**src/rtl/i2f_pkg.sv**
```systemverilog
package i2f_pkg;
  localparam int unsigned I2F_IN_W   = 16;
  localparam int unsigned I2F_EXP_W  = 7;
  localparam int unsigned I2F_FRAC_W = 15;
  localparam int unsigned I2F_BIAS   = 63;
endpackage

```
**src/rtl/i2f_magnitude.sv**
```systemverilog
module i2f_magnitude #(
  parameter int unsigned W = 16
) (
  input  logic [W-1:0] value,
  output logic         neg,
  output logic [W-1:0] mag
);
  localparam logic [W-1:0] ONE = W'(1);

  always_comb begin
    neg = value[W-1];
    mag = neg ? ((~value) + ONE) : value;
  end
endmodule

```
**src/rtl/i2f_lead_one.sv**
```systemverilog
module i2f_lead_one #(
  parameter int unsigned W  = 16,
  parameter int unsigned PW = $clog2(W)
) (
  input  logic [W-1:0]  vec,
  output logic [PW-1:0] pos,
  output logic          found
);
  logic [W-1:0] hi_any;
  logic [W-1:0] lead;

  for (genvar i = 0; i < W; i++) begin : g_bit
    if (i == W - 1) begin : g_top
      assign hi_any[i] = 1'b0;
    end else begin : g_rest
      assign hi_any[i] = hi_any[i+1] | vec[i+1];
    end
    assign lead[i] = vec[i] & ~hi_any[i];
  end

  always_comb begin
    pos   = '0;
    found = |vec;
    for (int i = 0; i < W; i++) begin
      if (lead[i]) pos = pos | PW'(i);
    end
  end
endmodule

```
**src/rtl/i2f_normalize.sv**
```systemverilog
module i2f_normalize #(
  parameter int unsigned W      = 16,
  parameter int unsigned PW     = $clog2(W),
  parameter int unsigned EXP_W  = 7,
  parameter int unsigned FRAC_W = 15,
  parameter int unsigned BIAS   = 63
) (
  input  logic [W-1:0]      mag,
  input  logic [PW-1:0]     pos,
  output logic [EXP_W-1:0]  exp_f,
  output logic [FRAC_W-1:0] frac_f
);
  localparam int unsigned NORM_W = FRAC_W + 1;
  localparam int unsigned PAD    = NORM_W - W;

  logic [NORM_W-1:0] ext;
  logic [NORM_W-1:0] norm;
  logic [PW-1:0]     shamt;

  if (PAD > 0) begin : g_pad
    assign ext = {mag, {PAD{1'b0}}};
  end else begin : g_nopad
    assign ext = mag;
  end

  always_comb begin
    shamt  = PW'(W - 1) - pos;
    norm   = ext << shamt;
    frac_f = norm[FRAC_W-1:0];
    exp_f  = EXP_W'(BIAS) + EXP_W'(pos);
  end


  always_comb begin
    if (|mag) begin
      lead_aligned_chk: assert (norm[NORM_W-1]);
    end
  end
endmodule

```
**src/rtl/i2f_convert.sv**
```systemverilog
module i2f_convert #(
  parameter int unsigned IN_W   = i2f_pkg::I2F_IN_W,
  parameter int unsigned EXP_W  = i2f_pkg::I2F_EXP_W,
  parameter int unsigned FRAC_W = i2f_pkg::I2F_FRAC_W,
  parameter int unsigned BIAS   = i2f_pkg::I2F_BIAS
) (
  input  logic                      clk,
  input  logic                      rst,
  input  logic                      in_valid,
  input  logic [IN_W-1:0]           in_data,
  output logic                      out_valid,
  output logic [EXP_W+FRAC_W:0]     out_data
);
  localparam int unsigned OUT_W = 1 + EXP_W + FRAC_W;
  localparam int unsigned POS_W = $clog2(IN_W);

  logic              neg;
  logic [IN_W-1:0]   mag;
  logic [POS_W-1:0]  pos;
  logic              found;
  logic [EXP_W-1:0]  exp_f;
  logic [FRAC_W-1:0] frac_f;
  logic [OUT_W-1:0]  word;

  i2f_magnitude #(.W(IN_W)) u_mag (
    .value(in_data), .neg(neg), .mag(mag)
  );

  i2f_lead_one #(.W(IN_W), .PW(POS_W)) u_lead (
    .vec(mag), .pos(pos), .found(found)
  );

  i2f_normalize #(
    .W(IN_W), .PW(POS_W), .EXP_W(EXP_W), .FRAC_W(FRAC_W), .BIAS(BIAS)
  ) u_norm (
    .mag(mag), .pos(pos), .exp_f(exp_f), .frac_f(frac_f)
  );

  assign word = found ? {neg, exp_f, frac_f} : '0;

  always_ff @(posedge clk) begin
    if (rst) begin
      out_valid <= 1'b0;
      out_data  <= '0;
    end else begin
      out_valid <= in_valid;
      if (in_valid) out_data <= word;
    end
  end


  valid_pipe_chk: assert property (@(posedge clk) disable iff (rst)
    in_valid |=> out_valid);


  valid_idle_chk: assert property (@(posedge clk) disable iff (rst)
    !in_valid |=> !out_valid);


  hold_when_idle_chk: assert property (@(posedge clk) disable iff (rst)
    !in_valid |=> $stable(out_data));


  zero_word_chk: assert property (@(posedge clk) disable iff (rst)
    (in_valid && in_data == '0) |=> (out_data == '0));


  sign_follow_chk: assert property (@(posedge clk) disable iff (rst)
    (in_valid && in_data != '0) |=> (out_data[OUT_W-1] == $past(in_data[IN_W-1])));
endmodule

```
**config.mk**
```make
export PLATFORM = sky130hd
export DESIGN_NAME = i2f_convert
export DESIGN_NICKNAME = d
export VERILOG_FILES = /design/src/rtl/i2f_pkg.sv /design/src/rtl/i2f_magnitude.sv /design/src/rtl/i2f_lead_one.sv /design/src/rtl/i2f_normalize.sv /design/src/rtl/i2f_convert.sv
export SDC_FILE = /design/constraint.sdc
export NUM_CORES = 1
export LEC_CHECK = 0
export ABC_CLOCK_PERIOD_IN_PS = 8300
export BUFFER_PORTS_ARGS = -buffer_cell sky130_fd_sc_hd__buf_2
export CORE_MARGIN = 1.5
export CORE_UTILIZATION = 50
export CTS_CLUSTER_DIAMETER = 30
export DETAILED_ROUTE_END_ITERATION = 10
export PLACE_DENSITY = 0.85
export SYNTH_ARGS = -nofsm -noshare
export SYNTH_HDL_FRONTEND = slang
export SYNTH_SLANG_ARGS = --single-unit
```
**constraint.sdc**
```tcl
create_clock -name clk -period 8.3 [get_ports clk]
set_input_delay 1.66 -clock clk [delete_from_list [all_inputs] [get_ports clk]]
set_output_delay 1.66 -clock clk [all_outputs]
set_load 0.005 [all_outputs]
```
==> results of run 1 <==
[layer usage]
| layer | vias to the layer above | part of all wire [%] |
|---|---|---|
| li1 | 1138 | - |
| met1 | 1104 | 44 |
| met2 | 121 | 48 |
| met3 | 8 | 6.8 |
| met4 | 0 | 0.82 |
| met5 | - | 0 |
[flip-flops by register name, indices dropped and copies added (netlist names)]
| register | cells |
|---|---|
| out_data | 23 |
| out_valid | 1 |
[tightest hold or removal path, cell delays in order (launching register included)]
cell and delay [ns]:
dfxtp_1 0.33, nand2_1 0.04, o21ai_0 0.05
[area by class of cell]
type                    count  area share (%)
flip-flops and latches     24           19.06
inverters                  10           1.489
clock buffers               4           2.184
well taps                  52           2.581
multi-input cells         240           65.76
repair buffers             44           8.933
[report_power, final]
| part | total (mW) | leakage (nW) | switching [mW] | internal, mW |
|---|---|---|---|---|
| logic | 0.141 | 0.901 | 0.0826 | 0.0588 |
| registers | 0.131 | 0.198 | 0.00523 | 0.126 |
| clock network | 0.0794 | 0.0288 | 0.0370 | 0.0424 |
| total | 0.352 | 1.13 | 0.125 | 0.227 |
[synthesized netlist by cell type, drive strengths merged, types with 3 or more instances]
| master | number | area (um^2) |
|---|---|---|
| a21o | 4 | 30.03 |
| a21oi | 12 | 71.32 |
| a22o | 3 | 26.28 |
| a22oi | 8 | 60.06 |
| a31oi | 7 | 50.05 |
| a32o | 3 | 30.03 |
| a32oi | 3 | 26.28 |
| and2 | 4 | 25.03 |
| and3 | 6 | 37.54 |
| buf | 4 | 32.53 |
| clkbuf | 17 | 63.81 |
| dfxtp | 24 | 480.5 |
| ha | 3 | 37.54 |
| inv | 10 | 37.54 |
| mux2 | 6 | 67.56 |
| mux2i | 22 | 220.2 |
| nand2 | 23 | 86.33 |
| nand2b | 3 | 18.77 |
| nand3 | 4 | 20.02 |
| nand4 | 7 | 43.79 |
| nor2 | 33 | 123.9 |
| nor3 | 10 | 61.31 |
| o21ai | 16 | 80.08 |
| o21bai | 3 | 22.52 |
| o31ai | 6 | 45.04 |
| or2 | 6 | 37.54 |
| or4 | 6 | 45.04 |
| xnor2 | 11 | 96.34 |
| xor2 | 8 | 70.07 |
[placed cells by master, fill, tap and decap left out, types with 6 or more instances in the layout]
| master | n |
|---|---|
| a31oi_1 | 6 |
| xor2_1 | 8 |
| xnor2_1 | 11 |
| nand2_1 | 23 |
| mux2_2 | 6 |
| nor3_1 | 9 |
| a21oi_1 | 11 |
| nand4_1 | 7 |
| a22oi_1 | 8 |
| o21ai_0 | 14 |
| buf_2 | 42 |
| mux2i_1 | 22 |
| nor2_1 | 33 |
| and3_1 | 6 |
| dfxtp_1 | 24 |
| inv_1 | 10 |
| o31ai_1 | 6 |
| or4_1 | 6 |
[kinds of logic after synthesis]
| family | after synthesis | synth area share, % |
|---|---|---|
| AOI/OAI and AO/OA | 83 | 26.93 |
| xor gates and xnor gates | 19 | 7.324 |
| adders and majority gates | 3 | 1.652 |
| buffers and inverters | 31 | 5.892 |
| DFF | 24 | 21.15 |
| muxes | 28 | 12.66 |
| and+or+nand+nor | 107 | 24.40 |
[path summary, 6_finish.rpt]
kind | to | slack (ns) | depth (start not counted)
worst max-delay path | out_data[12] | 3.21 | 11
worst min-delay path | out_data[4] | 0.45 | 2
worst max register to register | out_data[11] | 7.47 | 2
worst min register to register | out_data[4] | 0.45 | 2
[metrics by stage]
stage / cell area (um^2) / instances
after CTS: 2521 / 374
after floorplan: 2272 / 295
final: 2521 / 374
after detailed placement: 2466 / 370
after global routing: 2521 / 374
after global placement: 2466 / 370
==> results.py, run 1 <==
metrics = {
    "timing": {
        "setup_tns_ns": 0,
        "rsz0062_at_grt": "no",
        "fmax_mhz": 196.5,
        "skew_ns": 0,
        "min_period_over_period_pct": 61.32,
        "slew_headroom_pct": 55.25,
        "holdWs_ns": 0.4512,
        "fin_ws_ns": 3.210,
        "slew_viol_final": 0,
        "fin_crit_ns": 5.090,
        "hold_viol_final": 0,
        "worst_pin_slew_ns": 0.6673,
        "finalSetupViolCount": 0,
    },
    "setup_path": {
        "critPathArrivalTime_ns": 5.30,
        "reg2reg_from": "out_data[11]",
        "critPathLaunchType": "input port",
        "critical_path_required_ns": 8.51,
        "cp_top_family": "compound AO/OA/AOI/OAI gates",
        "cpPeakStageDelay_ns": 0.69,
        "crit_type": "in2reg",
        "worstPathMaxFanout": 17,
        "endpoint_kind": "register",
        "cp_num_buf_inv": 1,
        "critPathSlowestCell": "or4_1",
        "path_cells": "buf_2 -> or4_1 -> nor3_1 -> mux2i_1 -> a32oi_1 -> nor3_4 -> a21oi_4 -> mux2i_1 -> o22ai_1 -> o32ai_1 -> o21a_1",
        "startpoint": "in_data[5]",
        "crit_path_frequent_cell": "mux2i_1",
    },
    "synth": {
        "ys_ff_latch": 24,
        "synth.cell_area_mm2": 0.002272,
        "syn_nets": 317,
        "synth_edf_count": 0,
        "synthArstFlopShare_pct": 0,
        "synth_cells": 295,
        "yosysWarningCount": 0,
        "yosysUniqueCellTypes": 56,
        "ys_seq_area_share_pct": 21.15,
        "synth.avg_cell_area_um2": 7.702,
        "ys.flop_type": "dfxtp_1",
    },
    "floorplanning": {
        "core_mm2": 0.004354,
        "dieArea_mm2": 0.004958,
        "row_count": 24,
        "initial_core_util_pct": 52.18,
        "die_y_um": 70.41,
        "io_pins": 43,
        "die_x_um": 70.41,
    },
    "drt": {
        "drtIter0Drc": 286,
        "vias": 2371,
        "first_pass_iters": 5,
        "viasPerCell": 6.340,
        "wl_per_cell_um": 16.06,
        "ant_nets": 0,
        "drc": 0,
        "wirelength_mm": 6.008,
    },
    "cts": {
        "clk_pin_slew_worst_paths_ns": 0.08,
        "cts_resized": 0,
        "post_cts_buffers": 0,
        "cts_tree": "yes",
        "cts_sinks": 24,
        "cts-root-buf": "clkbuf_8",
        "cts_buffer_depth": 2,
        "clock_latency_ns": 0.27,
        "cts_buffers": 3,
        "cts-hold-fix-buffers": 0,
        "htree_levels": 1,
    },
    "placement": {
        "gp_congestion": 0.9435,
        "dp_hpwl_mm": 4.466,
        "port_buffers": 42,
        "post-place-ws_ns": 2.973,
    },
    "layout": {
        "final_core_utilization_pct": 57.90,
        "drive_above_1_share_pct": 19.88,
        "regArea_um2": 480.5,
        "fill_cells": 408,
        "insertedDiodeCount": 0,
        "syn_to_final_growth_pct": 10.96,
        "nNetsFinal": 345,
        "multiInputGateArea_mm2": 0.001658,
    },
    "outcome": {
        "status": "completed",
    },
    "pwr": {
        "p_per_area_mw_per_mm2": 139.5,
        "leakage_nw": 1.127,
        "peakVddDrop_v": 0.00006588,
        "p_total_mw": 0.3517,
    },
    "global_routing": {
        "grt_pass1_wl_mm": 10.05,
        "grt_overflow": 0,
        "grt_use_met2_pct": 40.88,
        "grt_use_total_pct": 24.38,
        "grt.busiest_layer": "met2",
        "grt_max_degree": 29,
        "grtUsageMet1_pct": 33.42,
        "grt_use_met3_pct": 3.030,
        "antenna_found_initial": 0,
        "grt_pass1_vias": 2150,
    },
    "hold_path": {
        "hp-class": "reg2reg",
        "min-delay-start": "out_data[4]",
    },
    "flow_run": {
        "maxCapViolCount": 0,
    },
}
(Power assumes the default switching activity.)
==> run 2, diff against run 1 <==
--- a/config.mk
+++ b/config.mk
@@ -5,7 +5,8 @@
 export SDC_FILE = /design/constraint.sdc
 export NUM_CORES = 1
 export LEC_CHECK = 0
-export ABC_CLOCK_PERIOD_IN_PS = 8300
+export ABC_AREA = 1
+export ABC_CLOCK_PERIOD_IN_PS = 4700
 export BUFFER_PORTS_ARGS = -buffer_cell sky130_fd_sc_hd__buf_2
 export CORE_MARGIN = 1.5
 export CORE_UTILIZATION = 50
==> constraint.sdc (replaced) <==
create_clock -name clk -period 4.7 [get_ports clk]
set_input_delay 0.94 -clock clk [delete_from_list [all_inputs] [get_ports clk]]
set_output_delay 0.94 -clock clk [all_outputs]
set_load 0.005 [all_outputs]
==> results.py, run 2 <==
metrics = {
    "synth": {
        "synth_cells": 385,
        "ys.flop_type": "dfxtp_1",
        "yosysUniqueCellTypes": 36,
        "synthTopCellsByArea": "dfxtp_1 21%, nand2_1 20%, nand3_1 18%",
        "synthArstFlopShare_pct": 0,
        "ys_seq_area_share_pct": 21.09,
        "ys_ff_latch": 24,
        "synth_top_area_share_pct": 21.09,
        "yosysWarningCount": 0,
        "synth_edf_count": 0,
        "synth.cell_area_mm2": 0.002278,
        "netlist.top_cell.by_area": "dfxtp_1",
        "syn_nets": 407,
        "yosysMostFrequentCell": "nand2_1",
        "ys_top_cells_by_count": "119 x nand2_1, 84 x nand3_1, 39 x inv_1",
        "synth.avg_cell_area_um2": 5.918,
    },
    "cts": {
        "cts_sinks": 24,
        "clock_latency_ns": 0.27,
        "post_cts_buffers": 0,
        "cts-root-buf": "clkbuf_8",
        "cts_resized": 0,
        "htree_levels": 1,
        "cts_buffer_depth": 2,
        "clk_pin_slew_worst_paths_ns": 0.08,
        "cts_buffers": 3,
        "cts_tree": "yes",
        "cts-hold-fix-buffers": 0,
    },
    "global_routing": {
        "grt_max_degree": 27,
        "grt_pass1_wl_mm": 10.11,
        "grt_use_total_pct": 24.42,
        "grt_pass1_vias": 2308,
        "antenna_found_initial": 0,
        "grt_overflow": 0,
    },
    "pwr": {
        "p_total_mw": 0.6785,
        "switching_share_pct": 37.03,
        "p_int_mw": 0.4272,
        "share_seq_of_total_power_pct": 33.8,
        "power.switching_mw": 0.2512,
        "p_per_area_mw_per_mm2": 265.9,
        "clkPwrFrac_pct": 26.5,
        "leakage_nw": 1.350,
        "p_comb_share_pct": 39.6,
        "peakVddDrop_v": 0.0001206,
    },
    "layout": {
        "instances_no_fill": 471,
        "drive_above_1_share_pct": 19.57,
        "syn_to_final_growth_pct": 11.97,
        "multiInputGateArea_mm2": 0.001536,
        "mostFrequentLayoutCells": "119 x nand2_1, 84 x nand3_1, 42 x buf_2",
        "insertedDiodeCount": 0,
        "nNetsFinal": 442,
        "top_register": "out_data",
        "regArea_um2": 480.5,
        "largestRegisters": "out_data x23, out_valid x1",
        "fill_cells": 439,
        "final_common_cell": "nand2_1",
        "largest_register_ffs": 23,
    },
    "setup_path": {
        "critPathArrivalTime_ns": 3.74,
        "critical_path_required_ns": 4.85,
        "critPathLaunchType": "input port",
        "endpoint_kind": "register",
        "worstPathMaxFanout": 20,
        "crit_type": "in2reg",
    },
    "timing": {
        "fin_crit_ns": 3.584,
        "rsz0062_at_grt": "no",
        "finalSetupViolCount": 0,
        "fin_ws_ns": 1.116,
        "setup_tns_ns": 0,
        "hold_viol_final": 0,
        "fmax_mhz": 279.0,
        "slew_viol_final": 0,
        "skew_ns": 0,
        "slew_headroom_pct": 52.07,
        "worst_pin_slew_ns": 0.7146,
        "min_period_over_period_pct": 76.25,
    },
    "flow_run": {
        "maxCapViolCount": 0,
    },
    "floorplanning": {
        "die_x_um": 70.51,
        "core_mm2": 0.004384,
        "dieArea_mm2": 0.004971,
        "initial_core_util_pct": 51.97,
        "io_pins": 43,
        "die_y_um": 70.51,
        "row_count": 24,
    },
    "placement": {
        "port_buffers": 42,
        "dpl.cell_count": 467,
        "dp_hpwl_mm": 4.663,
        "post-place-ws_ns": 0.8553,
        "gp_congestion": 0.9634,
    },
    "drt": {
        "drtIter0Drc": 254,
        "drc": 0,
        "first_pass_iters": 8,
        "wl_per_cell_um": 12.58,
        "wirelength_mm": 5.925,
        "viasPerCell": 5.488,
        "vias": 2585,
        "ant_nets": 0,
    },
    "hold_path": {
        "hp-class": "reg2reg",
    },
    "outcome": {
        "status": "completed",
    },
}
run 2: cell count changes after synthesis, sizes merged, moves of 10 or more:
cell | before | now
mux2i | 22 | 0
clkbuf | 17 | 6
nand2 | 23 | 126
xnor2 | 11 | 1
nand3 | 4 | 91
inv | 10 | 45
run 2: power groups by stage:
| stage | Sequential, mW | Combinational [mW] | Clock [mW] |
|---|---|---|---|
| 5_1_grt | 0.232 | 0.302 | 0.189 |
| 6_report | 0.229 | 0.269 | 0.180 |
| 2_1_floorplan | 0.237 | 0.196 | 0 |
| 3_5_place_dp | 0.234 | 0.264 | 0 |
| 4_1_cts | 0.230 | 0.265 | 0.183 |
| 3_3_place_gp | 0.234 | 0.259 | 0 |
run 2: path summary, 6_finish.rpt:
kind	startpoint	to	slack, ns	depth (start not counted)
min	out_data[0]	out_data[0]	0.44	2
min reg2reg	out_data[0]	out_data[0]	0.44	2
max reg2reg	out_data[13]	out_data[13]	4.02	4
max	in_data[0]	out_data[17]	1.12	21
run 2: area by class of cell:
type | instances | share of cell area (%)
timing repair buffer | 44 | 8.828
sequential | 24 | 18.83
clock buffer | 3 | 1.618
multi-input combinational | 301 | 60.23
inverter | 46 | 6.768
tap | 52 | 2.550
clock inverter | 1 | 1.177
run 2: through the flow:
stage | area (um^2) | utilization, % | hold WS, ns
2_1_floorplan | 2278 | - | 0.4355
3_3_place_gp | 2480 | 56.56 | 0.4245
3_5_place_dp | 2480 | 56.56 | 0.4249
4_1_cts | 2551 | 58.19 | 0.4396
5_1_grt | 2551 | 58.19 | 0.4801
6_report | 2551 | 58.19 | 0.4395
run 2: metal layers:
layer	track usage, %	up-vias	share of wire [%]
met2	42.24	83	48
met5	0	-	0
met3	3.030	15	4.7
met1	32.80	1178	46
met4	4.701	0	1.3
li1	-	1309	-
run 2: critical path: stages:
cell and delay [ns]:
buf_2 0.14, inv_2 0.10, ha_1 0.17, inv_1 0.06, nor2_2 0.13, nand3_2 0.12, nand2_4 0.11, nand2_1 0.06
nand2_1 0.05, nand2_1 0.09, nor2_2 0.19, nand2_4 0.12, nor2_8 0.17, nand3_4 0.18, nand3_2 0.32, inv_1 0.15
ha_1 0.23, xnor2_1 0.16, nor2_1 0.07, a21oi_1 0.11, nor2_1 0.05
run 2: cell families after synthesis:
logic type                 after synthesis  share of synthesized area, %
buffers and inverters                   60                         11.48
and+or+nand+nor                        263                         55.96
AOI/OAI and AO/OA                       31                         7.963
adders and majority gates                3                         1.648
xor gates and xnor gates                 4                         1.868
DFF                                     24                         21.09
